--- src/rtl/i2cPagedPkg.sv ---
package i2cPagedPkg;

  // strobes from the bus controller to the datapath
  typedef struct packed {
    logic shiftIn;   // take the sampled SDA bit into the receive shifter
    logic capHi;     // load pointer page byte from the receive shifter
    logic capLo;     // load pointer low byte from the receive shifter
    logic wrByte;    // store received byte at pointer, advance pointer
    logic loadTx;    // fetch byte at pointer into transmit shifter, advance
    logic shiftTx;   // move to the next transmit bit
  } dpStrobe_t;

  typedef enum logic [2:0] {
    S_IDLE, S_RECV, S_ACKOUT, S_SEND, S_ACKIN, S_WAIT
  } busState_t;

  typedef enum logic [1:0] {
    F_DEV, F_HI, F_LO, F_DATA
  } rxField_t;

endpackage

--- src/rtl/i2cSlaveCtrl.sv ---
module i2cSlaveCtrl
  import i2cPagedPkg::*;
#(
  parameter logic [6:0] ADDR_LOW  = 7'h10,
  parameter logic [6:0] ADDR_HIGH = 7'h1A
) (
  input  logic       clk,
  input  logic       rstN,
  input  logic       sclIn,
  input  logic       sdaIn,
  input  logic       addrSel,
  input  logic [7:0] rxByte,
  input  logic       pageOk,
  input  logic       txBit,
  output dpStrobe_t  strobe,
  output logic       sdaBit,
  output logic       sdaOe
);

  logic [1:0] sclSync, sdaSync;
  logic       sclQ, sdaQ;
  logic       sclS, sdaS;

  always_ff @(posedge clk or negedge rstN) begin
    if (!rstN) begin
      sclSync <= 2'b11;
      sdaSync <= 2'b11;
      sclQ    <= 1'b1;
      sdaQ    <= 1'b1;
    end else begin
      sclSync <= {sclSync[0], sclIn};
      sdaSync <= {sdaSync[0], sdaIn};
      sclQ    <= sclSync[1];
      sdaQ    <= sdaSync[1];
    end
  end

  assign sclS   = sclSync[1];
  assign sdaS   = sdaSync[1];
  assign sdaBit = sdaS;

  logic sclRise, sclFall, startEv, stopEv;
  assign sclRise = sclS & ~sclQ;
  assign sclFall = ~sclS & sclQ;
  assign startEv = sclS & sclQ & sdaQ & ~sdaS;
  assign stopEv  = sclS & sclQ & ~sdaQ & sdaS;

  logic [6:0] devAddr;
  assign devAddr = addrSel ? ADDR_HIGH : ADDR_LOW;

  busState_t state, stateN;
  rxField_t  field, fieldN;
  logic [3:0] bitCnt, cntN;
  logic ackDrive, ackN;
  logic goSend, sendN;
  logic masterAck, mAckN;

  always_comb begin
    stateN = state;
    fieldN = field;
    cntN   = bitCnt;
    ackN   = ackDrive;
    sendN  = goSend;
    mAckN  = masterAck;
    strobe = '0;
    if (startEv) begin
      stateN = S_RECV;
      fieldN = F_DEV;
      cntN   = 4'd0;
      ackN   = 1'b0;
      sendN  = 1'b0;
    end else if (stopEv) begin
      stateN = S_IDLE;
      ackN   = 1'b0;
    end else begin
      case (state)
        S_RECV: begin
          if (sclRise && bitCnt != 4'd8) begin
            strobe.shiftIn = 1'b1;
            cntN = bitCnt + 4'd1;
          end else if (sclFall && bitCnt == 4'd8) begin
            stateN = S_ACKOUT;
            cntN   = 4'd0;
            ackN   = 1'b0;
            sendN  = 1'b0;
            case (field)
              F_DEV: begin
                if (rxByte[7:1] == devAddr) begin
                  ackN   = 1'b1;
                  sendN  = rxByte[0];
                  fieldN = F_HI;
                end
              end
              F_HI: begin
                if (pageOk) begin
                  ackN   = 1'b1;
                  strobe.capHi = 1'b1;
                  fieldN = F_LO;
                end
              end
              F_LO: begin
                ackN   = 1'b1;
                strobe.capLo = 1'b1;
                fieldN = F_DATA;
              end
              default: begin
                ackN   = 1'b1;
                strobe.wrByte = 1'b1;
              end
            endcase
          end
        end
        S_ACKOUT: begin
          if (sclFall) begin
            cntN = 4'd0;
            if (!ackDrive) begin
              stateN = S_WAIT;
            end else if (goSend) begin
              strobe.loadTx = 1'b1;
              stateN = S_SEND;
            end else begin
              stateN = S_RECV;
            end
          end
        end
        S_SEND: begin
          if (sclFall) begin
            if (bitCnt == 4'd7) begin
              stateN = S_ACKIN;
            end else begin
              strobe.shiftTx = 1'b1;
              cntN = bitCnt + 4'd1;
            end
          end
        end
        S_ACKIN: begin
          if (sclRise) begin
            mAckN = ~sdaS;
          end else if (sclFall) begin
            if (masterAck) begin
              strobe.loadTx = 1'b1;
              stateN = S_SEND;
              cntN   = 4'd0;
            end else begin
              stateN = S_WAIT;
            end
          end
        end
        default: ;
      endcase
    end
  end

  always_ff @(posedge clk or negedge rstN) begin
    if (!rstN) begin
      state     <= S_IDLE;
      field     <= F_DEV;
      bitCnt    <= 4'd0;
      ackDrive  <= 1'b0;
      goSend    <= 1'b0;
      masterAck <= 1'b0;
    end else begin
      state     <= stateN;
      field     <= fieldN;
      bitCnt    <= cntN;
      ackDrive  <= ackN;
      goSend    <= sendN;
      masterAck <= mAckN;
    end
  end

  assign sdaOe = (state == S_ACKOUT && ackDrive) || (state == S_SEND && !txBit);

  // a stop always leaves the line released
  a_r2_stop_release: assert property (@(posedge clk) disable iff (!rstN)
    stopEv |=> !sdaOe);

  // a start always restarts target-address reception
  a_r2_start_restart: assert property (@(posedge clk) disable iff (!rstN)
    startEv |=> (state == S_RECV && field == F_DEV && bitCnt == 4'd0));

  // pulling SDA low begins only while the sampled SCL is low
  a_r4_drive_scl_low: assert property (@(posedge clk) disable iff (!rstN)
    $rose(sdaOe) |-> !sclQ);

  // a master NACK ends the read with the line released
  a_r7_nack_release: assert property (@(posedge clk) disable iff (!rstN)
    (state == S_ACKIN && sclFall && !masterAck && !startEv && !stopEv) |=> !sdaOe);

endmodule

--- src/rtl/i2cSlaveData.sv ---
module i2cSlaveData
  import i2cPagedPkg::*;
#(
  parameter logic [7:0] PAGE_BASE  = 8'h30,
  parameter int         PAGE_COUNT = 3,
  parameter int         REG_AW     = 4
) (
  input  logic       clk,
  input  logic       rstN,
  input  dpStrobe_t  strobe,
  input  logic       bitIn,
  output logic [7:0] rxByte,
  output logic       pageOk,
  output logic       txBit
);

  localparam int PG_W  = (PAGE_COUNT > 1) ? $clog2(PAGE_COUNT) : 1;
  localparam int IDX_W = PG_W + REG_AW;
  localparam int SLOTS = 1 << IDX_W;
  localparam logic [7:0] PAGE_HI = PAGE_BASE + 8'(PAGE_COUNT - 1);

  logic [7:0] rxShift, txShift, ptrHi, ptrLo;
  logic [7:0] regFile [SLOTS];
  logic [PG_W-1:0]  pageIdx;
  logic [IDX_W-1:0] idx;

  assign pageIdx = PG_W'(ptrHi - PAGE_BASE);
  assign idx     = {pageIdx, ptrLo[REG_AW-1:0]};
  assign rxByte  = rxShift;
  assign txBit   = txShift[7];
  assign pageOk  = (rxShift >= PAGE_BASE) && (rxShift <= PAGE_HI);

  always_ff @(posedge clk or negedge rstN) begin
    if (!rstN) begin
      rxShift <= 8'h00;
      txShift <= 8'hFF;
      ptrHi   <= PAGE_BASE;
      ptrLo   <= 8'h00;
    end else begin
      if (strobe.shiftIn) rxShift <= {rxShift[6:0], bitIn};
      if (strobe.capHi)   ptrHi   <= rxShift;
      if (strobe.capLo)   ptrLo   <= rxShift;
      if (strobe.wrByte)  ptrLo   <= ptrLo + 8'd1;
      if (strobe.loadTx) begin
        txShift <= regFile[idx];
        ptrLo   <= ptrLo + 8'd1;
      end else if (strobe.shiftTx) begin
        txShift <= {txShift[6:0], 1'b1};
      end
    end
  end

  for (genvar s = 0; s < SLOTS; s++) begin : gSlot
    always_ff @(posedge clk or negedge rstN) begin
      if (!rstN)
        regFile[s] <= 8'h00;
      else if (strobe.wrByte && idx == IDX_W'(s))
        regFile[s] <= rxShift;
    end
  end

  // every stored or fetched byte advances the low pointer by one
  a_r6_ptr_step: assert property (@(posedge clk) disable iff (!rstN)
    (strobe.wrByte || strobe.loadTx) |=> ptrLo == $past(ptrLo) + 8'd1);

  // a captured page byte always names an existing page
  a_r5_page_valid: assert property (@(posedge clk) disable iff (!rstN)
    strobe.capHi |=> (ptrHi >= PAGE_BASE && ptrHi <= PAGE_HI));

  // pointer-moving strobes never coincide
  a_r6_strobe_excl: assert property (@(posedge clk) disable iff (!rstN)
    $onehot0({strobe.capHi, strobe.capLo, strobe.wrByte, strobe.loadTx}));

endmodule

--- src/rtl/i2cPagedRegSlave.sv ---
module i2cPagedRegSlave
  import i2cPagedPkg::*;
#(
  parameter logic [6:0] ADDR_LOW   = 7'h10,
  parameter logic [6:0] ADDR_HIGH  = 7'h1A,
  parameter logic [7:0] PAGE_BASE  = 8'h30,
  parameter int         PAGE_COUNT = 3,
  parameter int         REG_AW     = 4
) (
  input  logic clk,
  input  logic rstN,
  input  logic sclIn,
  input  logic sdaIn,
  input  logic addrSel,
  output logic sdaOe
);

  dpStrobe_t  strobe;
  logic [7:0] rxByte;
  logic       pageOk, txBit, sdaBit;

  i2cSlaveCtrl #(
    .ADDR_LOW (ADDR_LOW),
    .ADDR_HIGH(ADDR_HIGH)
  ) ctrl (
    .clk    (clk),
    .rstN   (rstN),
    .sclIn  (sclIn),
    .sdaIn  (sdaIn),
    .addrSel(addrSel),
    .rxByte (rxByte),
    .pageOk (pageOk),
    .txBit  (txBit),
    .strobe (strobe),
    .sdaBit (sdaBit),
    .sdaOe  (sdaOe)
  );

  i2cSlaveData #(
    .PAGE_BASE (PAGE_BASE),
    .PAGE_COUNT(PAGE_COUNT),
    .REG_AW    (REG_AW)
  ) data (
    .clk   (clk),
    .rstN  (rstN),
    .strobe(strobe),
    .bitIn (sdaBit),
    .rxByte(rxByte),
    .pageOk(pageOk),
    .txBit (txBit)
  );

endmodule

--- config.mk ---
export PLATFORM = sky130hd
export DESIGN_NAME = i2cPagedRegSlave
export DESIGN_NICKNAME = d
export VERILOG_FILES = /design/src/rtl/i2cPagedPkg.sv /design/src/rtl/i2cSlaveCtrl.sv /design/src/rtl/i2cSlaveData.sv /design/src/rtl/i2cPagedRegSlave.sv
export SDC_FILE = /design/constraint.sdc
export NUM_CORES = 1
export LEC_CHECK = 0
export ABC_AREA = 1
export BUFFER_PORTS_ARGS = -buffer_cell sky130_fd_sc_hd__buf_2
export CAP_MARGIN = 20
export CORE_AREA = 8 8 255 257
export CTS_CLUSTER_SIZE = 10
export DETAILED_ROUTE_END_ITERATION = 7
export DIE_AREA = 0 0 263 265
export GPL_ROUTABILITY_DRIVEN = 0
export SLEW_MARGIN = 30
export SYNTH_ARGS = -nofsm -noshare
export SYNTH_HDL_FRONTEND = slang
export SYNTH_SLANG_ARGS = --single-unit
--- constraint.sdc ---
create_clock -name clk -period 5.35 [get_ports clk]
set_input_delay 1.07 -clock clk [delete_from_list [all_inputs] [get_ports clk]]
set_output_delay 1.07 -clock clk [all_outputs]
set_load 0.01 [all_outputs]
==> impl_metrics.py, run 1 <==
metrics = {
    "floorplanning": {
        "core-area_sq_um": 61030,
        "die_w_um": 263,
        "start_util_pct": 44.47,
        "die_h_um": 265,
        "rows": 91,
        "design.die.area_sq_um": 69700,
        "pin_count": 6,
    },
    "route": {
        "drc": 0,
        "avgViaCountPerCell": 5.163,
        "post_drt_wl_per_cell_um": 17.99,
        "dr.pass1.iters": 6,
        "ant_nets": 0,
        "routed_wl_mm": 76.13,
        "dr_total_vias": 21850,
        "drt_iter0_markers": 2047,
    },
    "layout": {
        "drive_above_1_share_pct": 6.973,
        "final_nets": 3423,
        "layout_common_cells": "1388 x nand2_1, 536 x dfrtp_1, 322 x o21ai_1",
        "finish.utilization_pct": 47.96,
        "fillers": 6134,
        "final_common_cell": "nand2_1",
        "num_antenna_cells": 0,
        "instances_no_fill": 4232,
        "syn_to_final_growth_pct": 7.851,
    },
    "pwr": {
        "power.leakage_nw": 14.09,
        "netSwitchingPower_mw": 4.417,
        "seqPwrFrac_pct": 36.7,
        "p_total_mw": 12.02,
        "p_int_mw": 7.600,
        "swShare_pct": 36.76,
        "vdd.ir_drop.worst_uv": 372.4,
        "clkPwrFrac_pct": 34.8,
        "pwr-share-comb_pct": 28.5,
        "powerDensity_nw_per_um2": 410.6,
    },
    "clock_tree": {
        "clk_pin_slew_ns": 0.06,
        "root_buffer": "clkbuf_16",
        "cts-hold-fix-buffers": 0,
        "cts_tree": "done",
        "clock_latency_ns": 0.60,
        "cts_buffers": 67,
        "clockBufferDepth": 3,
        "cts_max_level": 3,
        "clock_sinks": 552,
        "post_cts_resized": 0,
        "cts_setup_buffers": 0,
    },
    "worst_setup_path": {
        "critPathTopFamily": "simple AND/OR/NAND/NOR gates",
        "r2r_setup_slack_ns": 1.82,
        "rr_worst_depth": 6,
        "cp.required_ns": 5.85,
        "cp.depth": 6,
        "worstPathCellList": "buf_12, ha_1, inv_1, nor2_1, nand2_1, o21ai_0",
        "reg2reg_from": "data.ptrLo[0]",
        "worstSetupStartpointType": "register",
        "crit_buf_inv": 2,
        "cp.arrival_ns": 4.04,
        "slowest_stage": "dfrtp_4",
        "end_kind": "register",
        "crit_type": "reg2reg",
        "startpoint": "data.ptrLo[0]",
        "cp_max_fo": 171,
        "cp_slowest_stage_delay_ns": 0.69,
    },
    "synth": {
        "synth_seq_cells": 552,
        "syn_nets": 3549,
        "synth_warnings": 0,
        "netlist_area_sq_um": 27140,
        "syn_inst": 3534,
        "ys_types": 37,
        "synth-seq-area-share_pct": 50.96,
        "syn_avg_cell_area_sq_um": 7.680,
    },
    "sta": {
        "grt_setup_unrepaired": "false",
        "fin_setup_tns_ns": 0,
        "post-route-min-period_ns": 3.532,
        "fmax_mhz": 283.1,
        "worst_slack_ns": 1.818,
        "min_period_over_period_pct": 66.02,
        "finalHoldViolCount": 0,
        "fin_skew_ns": 0.03319,
        "slew_violations": 0,
        "setup_viol": 0,
        "tightest_slew_ns": 0.9373,
        "max-slew-margin-rel_pct": 37.51,
    },
    "place": {
        "place_ws_ns": 1.980,
        "dp_hpwl_mm": 44.86,
        "placedCellCount": 4129,
        "placement.io_buffers": 5,
    },
    "grt": {
        "grt_max_degree": 172,
        "use_met3_pct": 2.493,
        "grt_pass1_wl_mm": 123.1,
        "busiest_layer": "met2",
        "met1_usage_pct": 31.94,
        "grt-ovfl-total": 0,
        "use_met2_pct": 34.35,
        "antenna_found_initial": 0,
        "gr-usage-all-layers_pct": 21.95,
        "grt_pass1_vias": 20950,
    },
    "run": {
        "maxCapViolations": 0,
    },
    "worst_hold_path": {
        "min_delay_path_depth": 0,
        "hold_path_class": "reg2reg",
        "min_from": "ctrl.sclSync[0]",
    },
    "run_status": {
        "outcome": "completed",
    },
}
==> cells by family (layout without fill, tap and decap cells) <==
kind of cell | Yosys count | count (layout) | synth area share [%]
compound gates | 693 | 693 | 13.36
xor+xnor | 2 | 2 | 0.06455
fa+ha+maj | 10 | 10 | 0.4610
buf+inv | 475 | 383 | 7.620
flops | 552 | 552 | 50.96
simple gates | 1802 | 1802 | 27.54
==> sequential cells by signal, summed over array words and instances (netlist names), 2 cells and up <==
name / flops
data.regFile: 512
data.txShift: 8
data.ptrHi: 2
ctrl.state: 3
data.ptrLo: 4
ctrl.field: 2
ctrl.sclSync: 2
ctrl.sdaSync: 2
ctrl.bitCnt: 4
data.rxByte: 8
==> stage by stage <==
step | instance area [sq um] | hold slack, ns
floorplan | 27140 | 0.3452
global placement | 27310 | 0.3458
detailed placement | 27310 | 0.3497
CTS | 29260 | 0.3574
global route | 29270 | 0.3630
finish | 29270 | 0.3566
==> power groups by stage <==
| stage | Combinational [mW] | Sequential, mW | Clock (mW) |
|---|---|---|---|
| final | 3.42 | 4.41 | 4.18 |
| after floorplan | 2.35 | 4.39 | 0 |
| after CTS | 3.41 | 4.41 | 4.28 |
| after detailed placement | 3.39 | 4.49 | 0 |
| after global placement | 3.39 | 4.48 | 0 |
| after global routing | 3.83 | 4.42 | 4.43 |
==> layout make-up <==
cell class | instances | area [sq um] | share of cell area (%)
clock inverters | 1 | 8.758 | 0.02992
flip-flops and latches | 552 | 13840 | 47.28
repair buffers | 29 | 297.8 | 1.017
inverters | 251 | 953.4 | 3.257
clock buffers | 102 | 1943 | 6.638
well taps | 790 | 988.4 | 3.377
multi-input cells | 2507 | 11240 | 38.41
==> synthesized netlist by cell type <==
cell type,instances,area [sq um]
buf_6,23,259.0
nor2_1,217,814.5
o21ai_2,36,315.3
nor2_8,5,100.1
a31oi_1,2,12.51
nor2_2,4,25.02
and2_1,1,6.260
nand3_2,2,20.02
inv_1,247,927.1
nand4_1,4,25.02
buf_2,46,230.2
nand2_4,26,292.8
or2_0,1,6.260
dfstp_2,14,367.9
nor2_4,10,112.6
nand2_2,14,87.58
o211ai_1,4,30.03
o21ai_0,315,1577
xor2_1,2,17.52
buf_12,2,40.04
o22ai_1,2,12.51
o31ai_1,1,7.510
o41ai_1,1,8.760
clkbuf_1,132,495.5
dfrtp_1,538,13460
and3_1,1,6.260
nor3b_1,1,7.510
a21oi_1,10,50.05
ha_1,10,125.1
buf_1,19,71.32
inv_2,4,15.01
nand2_1,1388,5210
buf_8,2,30.03
nand2_8,8,160.2
o21ai_1,322,1612
nand3_1,118,590.6
nor3_1,2,10.01
==> metal layers <==
layer,routed length (um),part of all wire (%)
met1,36770,48
met2,33790,44
met3,3727,4.9
met4,1843,2.4
met5,0,0
==> worst paths after layout <==
path,end
worst max register to register,data.regFile[231]
min in group asynchronous,data.regFile[216]
worst min register to register,ctrl.sclSync[1]
worst min-delay path,ctrl.sclSync[1]
max in group asynchronous,data.regFile[61]
worst max-delay path,data.regFile[231]
Note: power is estimated with default switching activity, not from simulation.
==> inputs of run 2 (changes only) <==
==> constraint.sdc (replaced) <==
create_clock -name clk -period 3.35 [get_ports clk]
set_input_delay 0.67 -clock clk [delete_from_list [all_inputs] [get_ports clk]]
set_output_delay 0.67 -clock clk [all_outputs]
set_load 0.01 [all_outputs]
==> run 2 against run 1 <==
Net effect: die area stayed put; via count rose by 0.92%; clock power is 60% higher; count of clock-buffer cells in the layout fell by 3; routed wire length shrank 0.58%; largest cell class unchanged; largest power group unchanged.
==> impl_metrics.py, run 2 (same netlist as run 1, synthesis figures left out) <==
metrics = {
    "layout": {
        "largest_register": "data.regFile",
        "drive_above_1_share_pct": 8.048,
        "final_nets": 3457,
        "num_antenna_cells": 0,
        "largest_register_ffs": 512,
        "final_common_cell": "nand2_1",
        "layout_common_cells": "1388 x nand2_1, 536 x dfrtp_1, 322 x o21ai_1",
        "syn_to_final_growth_pct": 9.308,
    },
    "route": {
        "ant_nets": 0,
        "drt_iter0_markers": 1814,
        "routed_wl_mm": 75.69,
        "drc": 0,
        "dr.pass1.iters": 6,
        "avgViaCountPerCell": 5.165,
        "post_drt_wl_per_cell_um": 17.73,
        "dr_total_vias": 22051,
    },
    "pwr": {
        "swShare_pct": 37.02,
        "power.leakage_nw": 14.32,
        "netSwitchingPower_mw": 7.228,
        "pwr-share-comb_pct": 29.4,
        "p_int_mw": 12.30,
        "seqPwrFrac_pct": 36.3,
        "powerDensity_nw_per_um2": 658.2,
        "vdd.ir_drop.worst_uv": 413.6,
        "clkPwrFrac_pct": 34.3,
    },
    "sta": {
        "fmax_mhz": 354.5,
        "fin_setup_tns_ns": 0,
        "tightest_slew_ns": 0.8954,
        "fin_skew_ns": 0.02250,
        "slew_violations": 0,
        "max-slew-margin-rel_pct": 40.31,
        "timing.hold.ws_ns": 0.06031,
        "post-route-min-period_ns": 2.821,
        "grt_setup_unrepaired": "false",
        "worst_slack_ns": 0.5289,
        "finalHoldViolCount": 0,
        "setup_viol": 0,
        "min_period_over_period_pct": 84.21,
    },
    "floorplanning": {
        "die_h_um": 265,
        "pin_count": 6,
        "rows": 91,
        "start_util_pct": 44.47,
        "die_w_um": 263,
        "design.die.area_sq_um": 69700,
        "core-area_sq_um": 61030,
    },
    "clock_tree": {
        "clock_latency_ns": 0.59,
        "cts_max_level": 3,
        "root_buffer": "clkbuf_16",
        "cts-hold-fix-buffers": 0,
        "post_cts_resized": 0,
        "cts_buffers": 67,
        "cts_setup_buffers": 0,
        "clockBufferDepth": 3,
        "clk_pin_slew_ns": 0.05,
        "clock_sinks": 552,
        "cts_tree": "done",
    },
    "worst_setup_path": {
        "worstPathCellList": "inv_8, ha_1, inv_1, nor2_1, nand2_1, nand2_1, o21ai_0",
        "critPathTopFamily": "simple AND/OR/NAND/NOR gates",
        "crit_type": "reg2reg",
        "slowest_stage": "dfrtp_4",
        "cp.required_ns": 3.80,
        "cp_max_fo": 35,
        "end_kind": "register",
        "cp_common_cell": "nand2_1",
        "crit_buf_inv": 2,
        "worstSetupStartpointType": "register",
        "cp.arrival_ns": 3.27,
        "cp_slowest_stage_delay_ns": 0.70,
    },
    "run": {
        "maxCapViolations": 0,
    },
    "worst_hold_path": {
        "hold_path_class": "in2async",
    },
    "run_status": {
        "outcome": "completed",
    },
    "place": {
        "dp_hpwl_mm": 47.22,
        "placement.io_buffers": 5,
        "place_ws_ns": 0.6183,
    },
    "grt": {
        "grt-ovfl-total": 0,
        "grt_pass1_vias": 21115,
        "grt_pass1_wl_mm": 122.2,
        "antenna_found_initial": 0,
        "gr-usage-all-layers_pct": 21.72,
        "grt_max_degree": 87,
    },
}
run 2: per-stage QoR:
stage | area [sq um] | instances | utilization [%] | total power [mW]
after floorplan | 27140 | 3534 | - | 10.77
after global placement | 27700 | 4163 | 45.40 | 12.90
after detailed placement | 27700 | 4163 | 45.40 | 12.89
after CTS | 29670 | 4269 | 48.61 | 19.65
after global routing | 29670 | 4269 | 48.61 | 20.57
final | 29670 | 4269 | 48.61 | 19.53
run 2: metal layers:
layer  up-vias  GRT usage (%)  wire length [um]
li1      10934              -                 -
met1     10486          31.24             36330
met2       513          33.36             33220
met3       118          3.336              3942
met4         0          7.309              2206
met5         -              0                 0
run 2: cell type report:
type                            count  area (sq um)
Fill cell                        6111         31360
Sequential cell                   552         13840
Multi-Input combinational cell   2507         11240
Clock buffer                       99          1898
Tap cell                          790         988.4
Inverter                          251         952.2
Timing Repair Buffer               63         683.2
Clock inverter                      7         65.06
run 2: power groups by stage:
| stage | registers [mW] | clock network (mW) | logic [mW] |
|---|---|---|---|
| floorplan | 7.01 | 0 | 3.76 |
| global placement | 7.19 | 0 | 5.71 |
| detailed placement | 7.20 | 0 | 5.69 |
| CTS | 7.08 | 6.86 | 5.71 |
| global route | 7.10 | 7.11 | 6.35 |
| finish | 7.09 | 6.70 | 5.74 |
run 2: worst paths after layout:
path | from | to | slack, ns | cells past startpoint
worst max-delay path | data.ptrLo[0] | data.regFile[232] | 0.53 | 7
worst min register to register | ctrl.sdaSync[0] | ctrl.sdaSync[1] | 0.36 | 0
worst min-delay path | rstN | data.regFile[458] | 0.06 | 1
min in group clk | sdaIn | ctrl.sdaSync[0] | 0.18 | 1
max in group asynchronous | rstN | data.regFile[29] | 2.36 | 2
worst max register to register | data.ptrLo[0] | data.regFile[232] | 0.53 | 7
==> inputs of run 3 (changes only) <==
==> constraint.sdc (replaced) <==
create_clock -name clk -period 2.9 [get_ports clk]
set_input_delay 0.58 -clock clk [delete_from_list [all_inputs] [get_ports clk]]
set_output_delay 0.58 -clock clk [all_outputs]
set_load 0.01 [all_outputs]
==> run 3 against run 2 <==
Net effect: utilization up 0.59 points; first-iteration DRC count up 17%; largest power group unchanged; worst hold slack better by 0.020 ns.
==> impl_metrics.py, run 3 (same netlist as run 1, synthesis figures left out) <==
metrics = {
    "sta": {
        "setup_viol": 0,
        "max-slew-margin-rel_pct": 46.50,
        "fin_setup_tns_ns": 0,
        "post-route-min-period_ns": 2.442,
        "min_period_over_period_pct": 84.20,
        "finalHoldViolCount": 0,
        "grt_setup_unrepaired": "false",
        "tightest_slew_ns": 0.8026,
        "fmax_mhz": 409.5,
        "slew_violations": 0,
        "fin_skew_ns": 0.03126,
    },
    "place": {
        "dp_hpwl_mm": 48.00,
        "placedCellCount": 4203,
        "placement.io_buffers": 5,
    },
    "clock_tree": {
        "cts_tree": "done",
        "cts_buffers": 67,
        "clockBufferDepth": 3,
        "clock_latency_ns": 0.61,
        "cts_setup_buffers": 0,
        "clk_pin_slew_ns": 0.06,
        "clock_sinks": 552,
        "cts_max_level": 3,
        "root_buffer": "clkbuf_16",
    },
    "layout": {
        "final_nets": 3498,
        "layout_common_cells": "1388 x nand2_1, 536 x dfrtp_1, 322 x o21ai_1",
        "largest_register_ffs": 512,
        "final_common_cell": "nand2_1",
        "syn_to_final_growth_pct": 10.64,
        "fillers": 6043,
        "largest_register": "data.regFile",
        "num_antenna_cells": 0,
        "drive_above_1_share_pct": 9.070,
        "instances_no_fill": 4307,
    },
    "worst_setup_path": {
        "end_kind": "register",
        "crit_type": "reg2reg",
        "cp_max_fo": 58,
        "rr_worst_depth": 11,
        "critPathCapture": "data.txShift[7]",
        "r2r-end": "data.txShift[7]",
        "reg2reg_from": "data.ptrLo[0]",
        "cp.arrival_ns": 2.97,
        "startpoint": "data.ptrLo[0]",
        "r2r_setup_slack_ns": 0.46,
        "worstSetupStartpointType": "register",
        "cp.required_ns": 3.43,
    },
    "floorplanning": {
        "rows": 91,
        "design.die.area_sq_um": 69700,
        "die_w_um": 263,
        "start_util_pct": 44.47,
        "pin_count": 6,
        "die_h_um": 265,
        "core-area_sq_um": 61030,
    },
    "route": {
        "ant_nets": 0,
        "drt_iter0_markers": 2127,
        "dr.pass1.iters": 5,
        "drc": 0,
        "post_drt_wl_per_cell_um": 17.81,
        "dr_total_vias": 22271,
        "routed_wl_mm": 76.73,
        "avgViaCountPerCell": 5.171,
    },
    "grt": {
        "grt_pass1_vias": 21206,
        "grt-ovfl-total": 0,
        "antenna_found_initial": 0,
        "grt_pass1_wl_mm": 123.5,
        "grt_max_degree": 93,
        "gr-usage-all-layers_pct": 22.04,
    },
    "pwr": {
        "vdd.ir_drop.worst_uv": 690.6,
        "power.leakage_nw": 14.53,
        "powerDensity_nw_per_um2": 757.4,
    },
    "worst_hold_path": {
        "min_delay_path_depth": 1,
        "hold_path_class": "in2reg",
        "min_from": "sclIn",
    },
    "run_status": {
        "outcome": "completed",
    },
    "run": {
        "maxCapViolations": 0,
    },
}
run 3: cell count changes in the layout (fill, tap and decap cells not counted), moves of 3 or more:
cell / change
buf_12: +3
inv_6: -4
buf_4: +36
clkbuf_8: -3
run 3: final cells by class:
cell class,instances,area (sq um),area share [%]
sequential,552,13840,46.09
clock inverter,7,72.57,0.2417
timing repair buffer,104,1035,3.446
multi-input combinational,2507,11240,37.44
inverter,251,952.2,3.171
tap,790,988.4,3.292
clock buffer,96,1899,6.325
run 3: how the worst min path moves through the flow:
stage	to	slack, ns
floorplan	ctrl.ackDrive	0.28
global placement	ctrl.sclSync[1]	0.35
detailed placement	ctrl.sdaSync[1]	0.35
CTS	ctrl.sclSync[0]	0.05
global route	ctrl.sdaSync[0]	0.06
finish	ctrl.sclSync[0]	0.08
run 3: where the power goes:
group | total, mW | switching, mW | internal [mW]
Combinational | 6.92 | 5.02 | 1.90
Sequential | 8.06 | 0.156 | 7.90
Clock | 7.76 | 3.24 | 4.52
Total | 22.7 | 8.42 | 14.3
run 3: repair_timing:
item | CTS | global route
hold endpoints to repair | 30 | 0
hold buffers | 1 | 0
setup endpoints to repair | 0 | 0
resized for setup | 0 | 0
run 3: layer usage:
layer	track usage, %	part of all wire (%)	up-vias	routed length (um)
met1	31.64	47	10569	36320
li1	-	-	11023	-
met4	6.323	2.7	0	2041
met3	3.484	5.3	128	4085
met2	34.38	45	551	34280
met5	0	0	-	0
run 3: through the flow:
| stage | power [mW] | utilization, % | hold slack [ns] | cell area (sq um) | setup slack, ns |
|---|---|---|---|---|---|
| 6_report | 22.74 | 49.20 | 0.08062 | 30030 | 0.4582 |
| 5_1_grt | 23.93 | 49.20 | 0.05894 | 30030 | 0.2469 |
| 4_1_cts | 22.88 | 49.20 | 0.05188 | 30020 | 0.4230 |
| 3_5_place_dp | 15.07 | 45.95 | 0.3472 | 28040 | 0.4392 |
| 3_3_place_gp | 15.06 | 45.95 | 0.3467 | 28040 | 0.4625 |
| 2_1_floorplan | 12.44 | - | 0.2844 | 27140 | 0.4773 |
run 3: critical path: stages, from the launching register on:
cell     delay [ns]
dfrtp_4        0.57
inv_8          0.32
buf_12         0.23
nand2_1        0.06
nand3_1        0.06
nand2_1        0.08
nand2_1        0.07
nand2_1        0.05
o21ai_0        0.54
nand3_1        0.15
nor2_1         0.11
nor2_1         0.04
